<file path="config.mk">
export PLATFORM = sky130hd
export DESIGN_NAME = icount_fetch_sel
export DESIGN_NICKNAME = d
export VERILOG_FILES = /design/src/rtl/icount_pkg.sv /design/src/rtl/icount_counter.sv /design/src/rtl/icount_picker.sv /design/src/rtl/icount_fetch_sel.sv
export SDC_FILE = /design/constraint.sdc
export NUM_CORES = 1
export LEC_CHECK = 0
export BUFFER_PORTS_ARGS = -buffer_cell sky130_fd_sc_hd__buf_2
export CORE_MARGIN = 5
export CORE_UTILIZATION = 63
export CTS_BUF_LIST = sky130_fd_sc_hd__clkbuf_4 sky130_fd_sc_hd__clkbuf_8 sky130_fd_sc_hd__clkbuf_16
export DETAILED_ROUTE_END_ITERATION = 12
export PLACE_DENSITY = 0.86
export SYNTH_ARGS = -nofsm -noshare
export SYNTH_HDL_FRONTEND = slang
export SYNTH_SLANG_ARGS = --single-unit
</file>
<file path="constraint.sdc">
create_clock -name clk_i -period 61.5 [get_ports clk_i]
set_clock_uncertainty 0.05 [all_clocks]
set_input_delay 3.075 -clock clk_i [delete_from_list [all_inputs] [get_ports clk_i]]
set_output_delay 3.075 -clock clk_i [all_outputs]
set_load 0.1 [all_outputs]
</file>
<file path="src/rtl/icount_pkg.sv">
package icount_pkg;
  parameter int unsigned IC_THREADS = 8;
  parameter int unsigned IC_CNT_W   = 6;
  parameter int unsigned IC_DELTA_W = 4;
  parameter int unsigned IC_BANK_W  = 3;

  function automatic int unsigned clamp_cnt(input int signed v, input int unsigned maxv);
    if (v < 0) return 0;
    if (v > int'(maxv)) return maxv;
    return int'(v);
  endfunction
endpackage

</file>
<file path="src/rtl/icount_counter.sv">
module icount_counter import icount_pkg::*; #(
  parameter int unsigned CNT_W   = IC_CNT_W,
  parameter int unsigned DELTA_W = IC_DELTA_W
) (
  input  logic               clk_i,
  input  logic               rst_ni,
  input  logic               inc_vld_i,
  input  logic [DELTA_W-1:0] inc_cnt_i,
  input  logic               dec_vld_i,
  input  logic [DELTA_W-1:0] dec_cnt_i,
  output logic [CNT_W-1:0]   cnt_o
);
  localparam int unsigned CntMax = (1 << CNT_W) - 1;

  logic [CNT_W-1:0] cnt_q, cnt_d;

  always_comb begin
    int signed net;
    net = int'(cnt_q);
    if (inc_vld_i) net = net + int'(inc_cnt_i);
    if (dec_vld_i) net = net - int'(dec_cnt_i);
    cnt_d = CNT_W'(clamp_cnt(net, CntMax));
  end

  always_ff @(posedge clk_i or negedge rst_ni) begin
    if (!rst_ni) cnt_q <= '0;
    else         cnt_q <= cnt_d;
  end

  assign cnt_o = cnt_q;
endmodule

</file>
<file path="src/rtl/icount_picker.sv">
module icount_picker #(
  parameter int unsigned N     = 8,
  parameter int unsigned CNT_W = 6,
  localparam int unsigned IdW  = $clog2(N)
) (
  input  logic [N-1:0]       elig_i,
  input  logic [N*CNT_W-1:0] cnt_i,
  output logic [IdW-1:0]     id_o,
  output logic               vld_o
);
  logic [CNT_W-1:0] best;

  // strict less-than keeps the lower index on ties
  always_comb begin
    vld_o = 1'b0;
    id_o  = '0;
    best  = '0;
    for (int i = 0; i < N; i++) begin
      if (elig_i[i] && (!vld_o || cnt_i[i*CNT_W +: CNT_W] < best)) begin
        vld_o = 1'b1;
        id_o  = IdW'(i);
        best  = cnt_i[i*CNT_W +: CNT_W];
      end
    end
  end
endmodule

</file>
<file path="src/rtl/icount_fetch_sel.sv">
module icount_fetch_sel import icount_pkg::*; #(
  parameter int unsigned N       = IC_THREADS,
  parameter int unsigned CNT_W   = IC_CNT_W,
  parameter int unsigned DELTA_W = IC_DELTA_W,
  parameter int unsigned BANK_W  = IC_BANK_W,
  localparam int unsigned IdW    = $clog2(N)
) (
  input  logic                 clk_i,
  input  logic                 rst_ni,
  input  logic [N-1:0]         inc_vld_i,
  input  logic [N*DELTA_W-1:0] inc_cnt_i,
  input  logic [N-1:0]         dec_vld_i,
  input  logic [N*DELTA_W-1:0] dec_cnt_i,
  input  logic [N-1:0]         stall_i,
  input  logic [N*BANK_W-1:0]  bank_i,
  output logic [IdW-1:0]       sel0_id_o,
  output logic                 sel0_vld_o,
  output logic [IdW-1:0]       sel1_id_o,
  output logic                 sel1_vld_o
);
  logic [N*CNT_W-1:0] cnt;
  logic [N-1:0]       elig0, elig1;
  logic [BANK_W-1:0]  bank0;

  for (genvar t = 0; t < N; t++) begin : g_cnt
    icount_counter #(.CNT_W(CNT_W), .DELTA_W(DELTA_W)) u_cnt (
      .clk_i     (clk_i),
      .rst_ni    (rst_ni),
      .inc_vld_i (inc_vld_i[t]),
      .inc_cnt_i (inc_cnt_i[t*DELTA_W +: DELTA_W]),
      .dec_vld_i (dec_vld_i[t]),
      .dec_cnt_i (dec_cnt_i[t*DELTA_W +: DELTA_W]),
      .cnt_o     (cnt[t*CNT_W +: CNT_W])
    );
  end

  assign elig0 = ~stall_i;

  icount_picker #(.N(N), .CNT_W(CNT_W)) u_pick0 (
    .elig_i (elig0),
    .cnt_i  (cnt),
    .id_o   (sel0_id_o),
    .vld_o  (sel0_vld_o)
  );

  assign bank0 = bank_i[sel0_id_o*BANK_W +: BANK_W];

  // second pick: drop the winner and every thread sharing its bank
  for (genvar t = 0; t < N; t++) begin : g_mask
    assign elig1[t] = elig0[t] && sel0_vld_o && (IdW'(t) != sel0_id_o)
                      && (bank_i[t*BANK_W +: BANK_W] != bank0);
  end

  icount_picker #(.N(N), .CNT_W(CNT_W)) u_pick1 (
    .elig_i (elig1),
    .cnt_i  (cnt),
    .id_o   (sel1_id_o),
    .vld_o  (sel1_vld_o)
  );
endmodule

</file>
# After elaboration in Yosys (flattened, before gate mapping)
# Cells that the tools add are included.
word_totals:
  reg_bits: 48
  input_bits: 114
  out_inout_bits: 8
  wordCells: 247
classes:
  addsub: 16
  n_mul: 1
  order_cmp: 30
  eq_ne: 15
  shifts: 1
  mux: 108
  bitwise_logic: 1
  reduce_logical: 67
ops:
  columns: ["operator", "n"]
  rows:
  - ["two-way mux 32 bit", 16]
  - ["> comparator 32 x 7 -> 1 bit (second input constant)", 8]
  - ["less-than comparator 32 x 1 -> 1 bit (second input constant)", 8]
  - ["subtractor 32 x 5 -> 32 bit", 8]
  - ["two-way mux 6 bit", 38]
  - ["less-than comparator 6 bit", 14]
  - ["adder 6 x 4 -> 7 bit", 8]
  - ["two-way mux 1 bit", 42]
  - ["logical AND 1 bit", 38]
  - ["two-way mux 3 bit", 8]
  - ["inequality test 3 bit", 8]
  - ["variable part select 24 x 6 -> 3 bit", 1]
  - ["zero test 1 bit", 14]
  - ["logical OR 1 bit", 14]
  - ["inequality test 3 bit (first input constant)", 4]
  - ["two-way mux 2 bit", 4]
  - ["inverter 8 bit", 1]
  - ["inequality test 2 x 3 -> 1 bit (first input constant)", 2]
  - ["multiplier 3 x 2 -> 5 bit (second input constant)", 1]
  - ["inequality test 1 x 3 -> 1 bit (first input constant)", 1]
  - ["nonzero test 3 bit", 1]

# Depth between registers and ports, before layout
# Gate-level depths: netlist of run 1.
logic_depth:
  depth_word: 63
  depth_mapped: 140
  mapped_depth_nobuf: 133

# Modules after synthesis
# A second synthesis of run 1 with hierarchy kept.
unflattened:
  cells_unflattened: 1273
  hier_area_um2: 10416.2
modules_own_cells:
  columns: ["mod", "n_inst", "cells_per_inst", "area_each_um2", "seq_area_each_um2"]
  rows:
  - ["icount_counter (g_cnt[0].u_cnt ...)", 5, 87, 794.5, 150.1]
  - ["icount_counter (g_cnt[5].u_cnt ...)", 3, 87, 759.5, 150.1]
  - ["icount_picker (u_pick0)", 1, 267, 1814.2, 0.0]
  - ["icount_picker (u_pick1)", 1, 236, 1735.4, 0.0]
  - ["icount_fetch_sel", 1, 74, 615.6, 0.0]

# Worst setup path before layout of run 1
# OpenSTA, ideal clock, no wires.
synth_timing:
  path_type: "input to output"
  from: "input stall_i[0]"
  to: "output sel1_id_o[2]"
  arrival_ns: 28.160
  required_time_ns: 58.375
  path_slack_ns: 30.215
  stages: 136
  path_buffers: 8
  cell_sequence: "buf_2 > inv_2 > nand2_1 > ha_1 > nor4b_2 > o21ai_1 > a211oi_1 > clkbuf_1 > nand2_1 > o21ai_0 > inv_1 > ha_1 > a211oi_1 > o21ai_0 > a2111oi_4 > or3_1 > clkbuf_1 > nand2_1 > [... 100 more ...] > ha_1 > and4_1 > a21oi_1 > nand2_1 > inv_1 > a31oi_1 > nor3_1 > a221o_1 > o22ai_1 > ha_1 > a21oi_1 > nor2b_1 > a311oi_1 > a31oi_1 > nor2_1 > or3_1 > o22ai_1 > nand4_1"
synth_via:
  elab_chain_len: 63
  elab_cells_between_ends: 139
  classes_between: "1 x mul; 14 x order compare; 15 x eq/ne; 1 x shift; 40 x mux; 1 x bitwise; 67 x reduce/logical"
synth_lines:
  columns: ["item", "line", "text"]
  rows:
  - ["from (decl)", "icount_fetch_sel.sv:14", "input logic [N-1:0] stall_i,"]
  - ["inverter 8 bit *", "icount_fetch_sel.sv:37", "assign elig0 = ~stall_i;"]
  - ["two-way mux 6 bit / two-way mux 1 bit (equally long branches)", "icount_picker.sv:19", "if (elig_i[i] && (!vld_o || cnt_i[i*CNT_W +: CNT_W] < best)) begin"]
  - ["less-than comparator 6 bit / zero test 1 bit (equally long branches)", "icount_picker.sv:19", null]
  - ["logical OR 1 bit", "icount_picker.sv:19", null]
  - ["logical AND 1 bit", "icount_picker.sv:19", null]
  - ["two-way mux 6 bit / two-way mux 1 bit (equally long branches)", "icount_picker.sv:19", null]
  - ["less-than comparator 6 bit / zero test 1 bit (equally long branches)", "icount_picker.sv:19", null]
  - ["logical OR 1 bit", "icount_picker.sv:19", null]
  - ["[... 22 more ...]", null, null]
  - ["net sel0_id_o[2]", "icount_fetch_sel.sv:16", "output logic [IdW-1:0] sel0_id_o,"]
  - ["[... 25 more ...]", null, null]
  - ["less-than comparator 6 bit / zero test 1 bit (equally long branches)", "icount_picker.sv:19", null]
  - ["logical OR 1 bit", "icount_picker.sv:19", null]
  - ["logical AND 1 bit", "icount_picker.sv:19", null]
  - ["two-way mux 6 bit / two-way mux 1 bit (equally long branches)", "icount_picker.sv:19", null]
  - ["less-than comparator 6 bit / zero test 1 bit (equally long branches)", "icount_picker.sv:19", null]
  - ["logical OR 1 bit", "icount_picker.sv:19", null]
  - ["logical AND 1 bit", "icount_picker.sv:19", null]
  - ["two-way mux 3 bit *", "icount_picker.sv:19", null]
  - ["to (decl)", "icount_fetch_sel.sv:18", "output logic [IdW-1:0] sel1_id_o,"]
# Mark *: on every way through the listed nets, which the timed path passes. The rest lies on a longest branch.

# Final worst setup path of run 1
layout_timing:
  from: "input stall_i[0]"
  to: "output sel1_id_o[0]"
layout_via:
  elab_chain_len: 63
  elab_cells_between_ends: 142
  classes_between: "1 x mul; 14 x order compare; 15 x eq/ne; 1 x shift; 43 x mux; 1 x bitwise; 67 x reduce/logical"
layout_lines:
  columns: ["item", "line"]
  rows:
  - ["inverter 8 bit *", "icount_fetch_sel.sv:37"]
  - ["two-way mux 6 bit / two-way mux 1 bit (equally long branches)", "icount_picker.sv:19"]
  - ["less-than comparator 6 bit / zero test 1 bit (equally long branches)", "icount_picker.sv:19"]
  - ["logical OR 1 bit", "icount_picker.sv:19"]
  - ["logical AND 1 bit", "icount_picker.sv:19"]
  - ["two-way mux 6 bit / two-way mux 1 bit (equally long branches)", "icount_picker.sv:19"]
  - ["less-than comparator 6 bit / zero test 1 bit (equally long branches)", "icount_picker.sv:19"]
  - ["logical OR 1 bit", "icount_picker.sv:19"]
  - ["[... 47 more ...]", null]
  - ["less-than comparator 6 bit / zero test 1 bit (equally long branches)", "icount_picker.sv:19"]
  - ["logical OR 1 bit", "icount_picker.sv:19"]
  - ["logical AND 1 bit", "icount_picker.sv:19"]
  - ["two-way mux 6 bit / two-way mux 1 bit (equally long branches)", "icount_picker.sv:19"]
  - ["less-than comparator 6 bit / zero test 1 bit (equally long branches)", "icount_picker.sv:19"]
  - ["logical OR 1 bit", "icount_picker.sv:19"]
  - ["logical AND 1 bit", "icount_picker.sv:19"]
  - ["two-way mux 3 bit *", "icount_picker.sv:19"]
# Mark *: on every way between the ends. The rest lies on a longest branch, timed or not.

==> metrics.md, run 1 <==
| Metric | Value |
|---|---|
| Max-cap check violation count | 0 |
| Area occupied by multi-input gates | 7860 um^2 |
| FF-to-FF path depth | 16 |
| Post-Synth Adder-Cell Area | 21.6% |
| Clock Path Buffers | 2 |
| Post_cts resized | 0 |
| Ys flop type | dfrtp_1 |
| Post-DP HPWL | 21.0 mm |
| Startpoint of the worst hold path | g_cnt[0].u_cnt.cnt_o[5]$_DFF_PN0_ |
| Hold Path Class | register to register |
| Synth Area in Simple Gates | between 10% and 20% |
| Clk Latency, worst-skew pair | 0.30 ns |
| Largest register FFs | 48 |
| Detailed Routing Iterations Pass 1 | 5 |
| Worst slew pin tran | around 1.2 ns |
| Wirelength per Cell | 16.9 um |
| Crit. Startpoint | stall_i[0] |
| Crit share post-route | 58.2% |
| Crit. End Element | output pin |
| Layout area overhead | 8.59% |
| WP data arrival | 32.64 ns |
| Final ANT Viol Nets | 0 |
| Most frequent cells in the layout | 142 x ha_1, 131 x a21oi_1, 125 x inv_1 |
| IO buf count | between 100 and 150 |
| CTS tree | done |
| Crit-path max FO | 17 |
| Max-slew violations | 0 |
| Number of clock sinks | 48 |
| Site Rows | 45 |
| Synth cell types | between 90 and 100 |
| Initial Utilization | 64.1% |
| First-pass GRT wire length | 43.1 mm |
| N_diodes | 0 |
| # fillers | 1231 |
| Hold Path Stages | 3 |
| Syn avg cell area | 7.90 um^2 |
| Post-Route WL | 25.4 mm |
| Grt total ovfl | 0 |
| Slowest-stage cell, CP | a211oi_1 |
| Setup violations, final | 0 |
| Number of synthesized flops with an enable pin | 0 |
| Critical Path Start Type | input pin |
| Leading cell type in the layout, fill and taps excluded | ha_1 |
| Async SR Flop Fraction | 100% |
| Clk Tree Root Cell | clkbuf_16 |
| Mapped cell area | 9710 um^2 |
| Post-synthesis compound-gate area fraction | 29.8% |
| Clock-pin slew on the worst setup and hold paths | 0.07 ns |
| Number of global-route vias before repair | around 9400 |
| Critical Path Max Stage Delay | between 1 and 1.5 ns |
| Post-synthesis mux area share | 6.03% |
| Flops & latches, synth | 48 |
| Final net count | 1591 |
| H-tree Lvls | 2 |
| Synth warn | 0 |
| Syn Nets | 1501 |
| Via Count | about 9600 |
| Largest family of logic cells by synthesized area | compound AO/OA/AOI/OAI gates |
| Largest net degree at the start of global routing | 49 |
| RSZ-0062 raised after global routing | no |
| CP Class | input pin to output pin |
| GRT Resource Usage Total | 28.3% |
| Worst relative slew slack | 20.9% |
| Drt drc | 0 |
| FF/Latch Area | 1200 um^2 |
| Critical Path RT | 58.37 ns |
| IO Pins | about 120 |
| Status | completed |
| Initial antenna violation count | 0 |
| Xor and xnor fraction of the mapped netlist area | 7.57% |
| Number of buffers inserted to repair setup after CTS | 0 |
| Num CTS Buffers | 5 |
| Mapped Cells | roughly 1200 |
| Final Critical Period | 35.77 ns |
| Max Freq | around 28 MHz |
| Sequential-to-total area share from yosys stat | between 10% and 20% |
| Die W | roughly 130 um |
| DR vias/cell | around 6.3 |
| Hold Violations, Final | 0 |
| Share of post-route cells with drive strength above 1 | between 10 and 15% |
| Core area | 15100 um^2 |
| Reg-to-reg critical path startpoint | g_cnt[6].u_cnt.cnt_o[0]$_DFF_PN0_ |
| CTS Hold Bufs | 0 |
| Fin Setup TNS | 0 ns |
| DRT iter0 DRCs | 1000 |
| Die ar. | 18000 um^2 |
| Die Ht | around 130 um |
| Final GP Congestion | between 0.9 and 1 |
[cells by family (layout without fill, tap and decap cells)]
logic type | Yosys count | count (layout)
AO/OA/AOI/OAI | 420 | 420
XOR/XNOR | 84 | 84
adder cells (fa/ha/maj) | 158 | 158
buffers and inverters | 165 | 256
flip-flops | 48 | 48
multiplexers | 55 | 55
AND/OR/NAND/NOR | 299 | 299
[metal layers]
| layer | routed length, um | GRT usage [%] | vias up |
|---|---|---|---|
| met5 | 0 | 0 | - |
| met4 | 595 | 8.77 | 0 |
| met3 | 2140 | 4.58 | 63 |
| met2 | 11400 | 45.9 | 381 |
| met1 | 11300 | 38.9 | 4446 |
| li1 | - | - | 4664 |
[synth_stat cells (all sizes together) (6+ instances only)]
cell / number / area share (%)
mux2i: 27 / 2.8
fa: 16 / 3.3
o221ai: 6 / 0.61
nand2b: 17 / 1.1
nor3: 14 / 0.82
inv: 126 / 4.9
o31a: 7 / 0.64
nand3: 25 / 1.3
nor2b: 23 / 1.5
xor2: 13 / 1.2
a221o: 6 / 0.62
clkbuf: 26 / 1.0
a21o: 41 / 3.2
buf: 13 / 0.86
and3: 13 / 0.84
o22ai: 8 / 0.80
nor2: 49 / 1.9
mux2: 28 / 3.2
and4: 6 / 0.54
a31oi: 13 / 0.90
o31ai: 8 / 0.95
dfrtp: 48 / 12
o211ai: 19 / 1.5
xnor2: 71 / 6.4
nand4: 6 / 0.39
nand4b: 10 / 0.90
a211oi: 11 / 1.0
o21ai: 83 / 4.3
o211a: 6 / 0.62
a21oi: 133 / 7.0
o21a: 31 / 2.5
and2: 10 / 0.64
ha: 142 / 18
nand2: 98 / 3.8
[through the flow]
stage	hold slack, ns	instances	setup WS (ns)	utilization (%)	area (um^2)
after CTS	0.783	1508	26.43	69.6	10500
after detailed placement	0.769	1500	26.70	68.5	10400
after global placement	0.760	1500	27.86	68.5	10400
after floorplan	0.647	1229	30.21	-	9710
after global routing	0.854	1508	23.19	69.6	10500
final	0.789	1508	25.73	69.6	10500
[layout make-up]
type | count | share of cell area [%]
sequential | 48 | 11.4
multi-input combinational | 1016 | 74.5
tap | 188 | 2.23
clock inverter | 3 | 0.403
timing repair buffer | 122 | 5.81
clock buffer | 5 | 1.19
inverter | 126 | 4.48
[worst max-delay path, delay by kind of cell]
kind / cells / cell delay (ns)
AO/OA/AOI/OAI: 69 / 16.64
XOR/XNOR: 1 / 0.23
adder cells (fa/ha/maj): 14 / 3.96
buffers and inverters: 11 / 1.40
multiplexers: 4 / 1.54
AND/OR/NAND/NOR: 31 / 5.75
[final timing paths]
path,end,slack (ns)
setup / recovery,sel1_id_o[0],25.73
hold / removal,g_cnt[0].u_cnt.cnt_o[5]$_DFF_PN0_,0.79
setup reg to reg,g_cnt[6].u_cnt.cnt_o[5]$_DFF_PN0_,57.56
hold reg to reg,g_cnt[0].u_cnt.cnt_o[5]$_DFF_PN0_,0.79
max in group asynchronous,g_cnt[6].u_cnt.cnt_o[0]$_DFF_PN0_,57.80
min in group asynchronous,g_cnt[3].u_cnt.cnt_o[0]$_DFF_PN0_,2.93
Power of run 1 is not shown: default switching activity piles up to over one toggle a cycle in this logic, so the estimate is an artifact.
==> run 2: changes to the inputs <==
--- a/config.mk
+++ b/config.mk
@@ -5,12 +5,13 @@
 export SDC_FILE = /design/constraint.sdc
 export NUM_CORES = 1
 export LEC_CHECK = 0
+export ABC_AREA = 1
 export BUFFER_PORTS_ARGS = -buffer_cell sky130_fd_sc_hd__buf_2
 export CORE_MARGIN = 5
-export CORE_UTILIZATION = 63
+export CORE_UTILIZATION = 55
 export CTS_BUF_LIST = sky130_fd_sc_hd__clkbuf_4 sky130_fd_sc_hd__clkbuf_8 sky130_fd_sc_hd__clkbuf_16
 export DETAILED_ROUTE_END_ITERATION = 12
-export PLACE_DENSITY = 0.86
+export PLACE_DENSITY = 0.8
 export SYNTH_ARGS = -nofsm -noshare
 export SYNTH_HDL_FRONTEND = slang
 export SYNTH_SLANG_ARGS = --single-unit
==> constraint.sdc (replaced) <==
create_clock -name clk_i -period 29.3 [get_ports clk_i]
set_clock_uncertainty 0.05 [all_clocks]
set_input_delay 1.465 -clock clk_i [delete_from_list [all_inputs] [get_ports clk_i]]
set_output_delay 1.465 -clock clk_i [all_outputs]
set_load 0.1 [all_outputs]
==> run 2 against run 1 <==
Net effect:
- sequential cell count unchanged
- synthesized area decreased by 6.8%
- hold slack got worse by 0.0030 ns
- die area increased by 6.2%
- highest routed layer unchanged
- routed wire length decreased by 12%
- final cell count increased by 18%
==> metrics.md, run 2 <==
| Metric | Value |
|---|---|
| Post-DP HPWL | approximately 19 mm |
| Flops & latches, synth | 48 |
| Leading cell type in the layout, fill and taps excluded | nand2_1 |
| Slowest-stage cell, CP | buf_2 |
| Layout area overhead | 10.4% |
| FF/Latch Area | between 1000 and 1500 um^2 |
| Most frequent cell on the critical path | nand2_1 |
| Hold Violations, Final | 0 |
| Via Count | 9325 |
| Final Critical Period | 21.75 ns |
| Highest metal used | met4 |
| Worst slew pin tran | 0.660 ns |
| Clock-pin slew on the worst setup and hold paths | 0.06 ns |
| N_diodes | 0 |
| Final GP Congestion | 0.959 |
| Sequential-to-total area share from yosys stat | 13.3% |
| DR vias/cell | 5.26 |
| Synth cell types | 44 |
| Area occupied by multi-input gates | 6830 um^2 |
| Grt total ovfl | 0 |
| IO Pins | around 120 |
| Ys flop type | dfrtp_1 |
| CTS tree | done |
| CP Class | input pin to output pin |
| Num CTS Buffers | 5 |
| DRT iter0 DRCs | 431 |
| Crit share post-route | 74.2% |
| Die W | 138 um |
| Largest register FFs | 48 |
| Yosys top cell area share | between 10% and 20% |
| Top cells by count, synth | 367 x nand2_1, 238 x inv_1, 143 x nor2_1, 143 x o21ai_0, 142 x ha_1 |
| Clock Path Buffers | 2 |
| IO buf count | around 120 |
| Fin Setup TNS | 0 ns |
| Final ANT Viol Nets | 0 |
| Number of buffers inserted to repair setup after CTS | 0 |
| Die Ht | 138 um |
| RSZ-0062 raised after global routing | no |
| Syn Nets | approximately 1700 |
| Drt drc | 0 |
| Met2 WL | 10.9 mm |
| Crit-path max FO | 15 |
| Die ar. | around 19000 um^2 |
| Clk Latency, worst-skew pair | 0.30 ns |
| Initial antenna violation count | 0 |
| Syn avg cell area | around 6.2 um^2 |
| Synth area leader | ha_1 |
| Wirelength per Cell | around 13 um |
| Detailed Routing Iterations Pass 1 | 5 |
| Post-Route WL | 22.5 mm |
| Mapped Cells | between 1000 and 1500 |
| Worst relative slew slack | around 56% |
| M1 wire length | between 10 and 15 mm |
| Largest net degree at the start of global routing | 49 |
| Most frequent cells in the layout | 367 x nand2_1, 238 x inv_1, 143 x nor2_1, 143 x o21ai_0, 142 x ha_1 |
| Post_cts resized | 0 |
| Initial Utilization | 55.4% |
| Status | completed |
| Max-cap check violation count | 0 |
| GRT Resource Usage Total | about a quarter |
| Crit. End Element | output pin |
| Core area | 16300 um^2 |
| Share of post-route cells with drive strength above 1 | 11.8% |
| Synth warn | 0 |
| Async SR Flop Fraction | 100% |
| Critical Path Max Stage Delay | about 0.42 ns |
| Number of synthesized flops with an enable pin | 0 |
| First-pass GRT wire length | 39.1 mm |
| Synth top area cells | ha_1 20%, nand2_1 15%, dfrtp_1 13% |
| Site Rows | 47 |
| WP data arrival | 20.24 ns |
| CTS Hold Bufs | 0 |
| Number of global-route vias before repair | roughly 9000 |
| Final net count | between 1500 and 2000 |
| Number of clock sinks | 48 |
| Max Freq | between 40 and 50 MHz |
| Critical Path RT | 27.78 ns |
| Mapped cell area | 9050 um^2 |
| Routed wl met3 | slightly above 800 um |
| Hold Path Class | register to register |
| Clk Tree Root Cell | clkbuf_16 |
| Critical Path Start Type | input pin |
| H-tree Lvls | 2 |
| Setup violations, final | 0 |
| # fillers | 1635 |
| Top-count cell post-synth | nand2_1 |
| Max-slew violations | 0 |
==> run 2: per-layer routing <==
layer / up-vias / track usage (%)
li1: 4905 / -
met1: 4153 / 28.5
met2: 203 / 42.1
met3: 64 / 3.18
met4: 0 / 8.06
met5: - / 0
==> run 2: stage by stage <==
step	instance area (um^2)	utilization (%)	hold slack, ns	instances	setup slack, ns
2_1_floorplan	9050	-	0.647	1449	8.53
3_3_place_gp	9840	60.2	0.748	1767	8.44
3_5_place_dp	9840	60.2	0.791	1767	7.76
4_1_cts	9990	61.1	0.798	1773	7.73
5_1_grt	9990	61.1	0.834	1773	5.26
6_report	9990	61.1	0.786	1773	7.55
==> run 2: logic make-up (layout without fill, tap and decap cells) <==
logic type                 Yosys count  count (layout)  share of synthesized area (%)
and+or+nand+nor                    663             663                           31.1
buffers and inverters              270             374                           11.3
AOI/OAI and AO/OA                  255             255                           15.7
adders and majority gates          158             158                           23.2
DFF                                 48              48                           13.3
xor gates and xnor gates            46              46                           4.45
muxes                                9               9                          0.995
==> run 2: cell type report <==
cell class,count,area share (%)
Multi-Input combinational cell,1131,68.3
Clock buffer,5,1.25
Clock inverter,1,0.300
Inverter,246,9.24
Timing Repair Buffer,122,6.13
Sequential cell,48,12.0
Tap cell,220,2.75
==> run 2: worst paths after layout <==
kind                            slack [ns]                                 to                               from  cells after the start
max in group asynchronous            27.52  g_cnt[5].u_cnt.cnt_o[5]$_DFF_PN0_                             rst_ni                      2
min in group asynchronous             1.23  g_cnt[7].u_cnt.cnt_o[5]$_DFF_PN0_                             rst_ni                      2
worst max register to register       25.76  g_cnt[0].u_cnt.cnt_o[3]$_DFF_PN0_  g_cnt[0].u_cnt.cnt_o[0]$_DFF_PN0_                     13
worst max-delay path                  7.55                       sel1_id_o[0]                         stall_i[0]                    128
worst min-delay path                  0.79  g_cnt[3].u_cnt.cnt_o[0]$_DFF_PN0_  g_cnt[3].u_cnt.cnt_o[0]$_DFF_PN0_                      5
worst min register to register        0.79  g_cnt[3].u_cnt.cnt_o[0]$_DFF_PN0_  g_cnt[3].u_cnt.cnt_o[0]$_DFF_PN0_                      5
==> run 2: critical path: cells and delay by family <==
kind            cells  cell delay (ns)
simple gates       71             6.37
compound gates     38             7.27
buf+inv             5             0.82
fa+ha+maj          14             4.23
Power of run 2 is left out for the same reason.
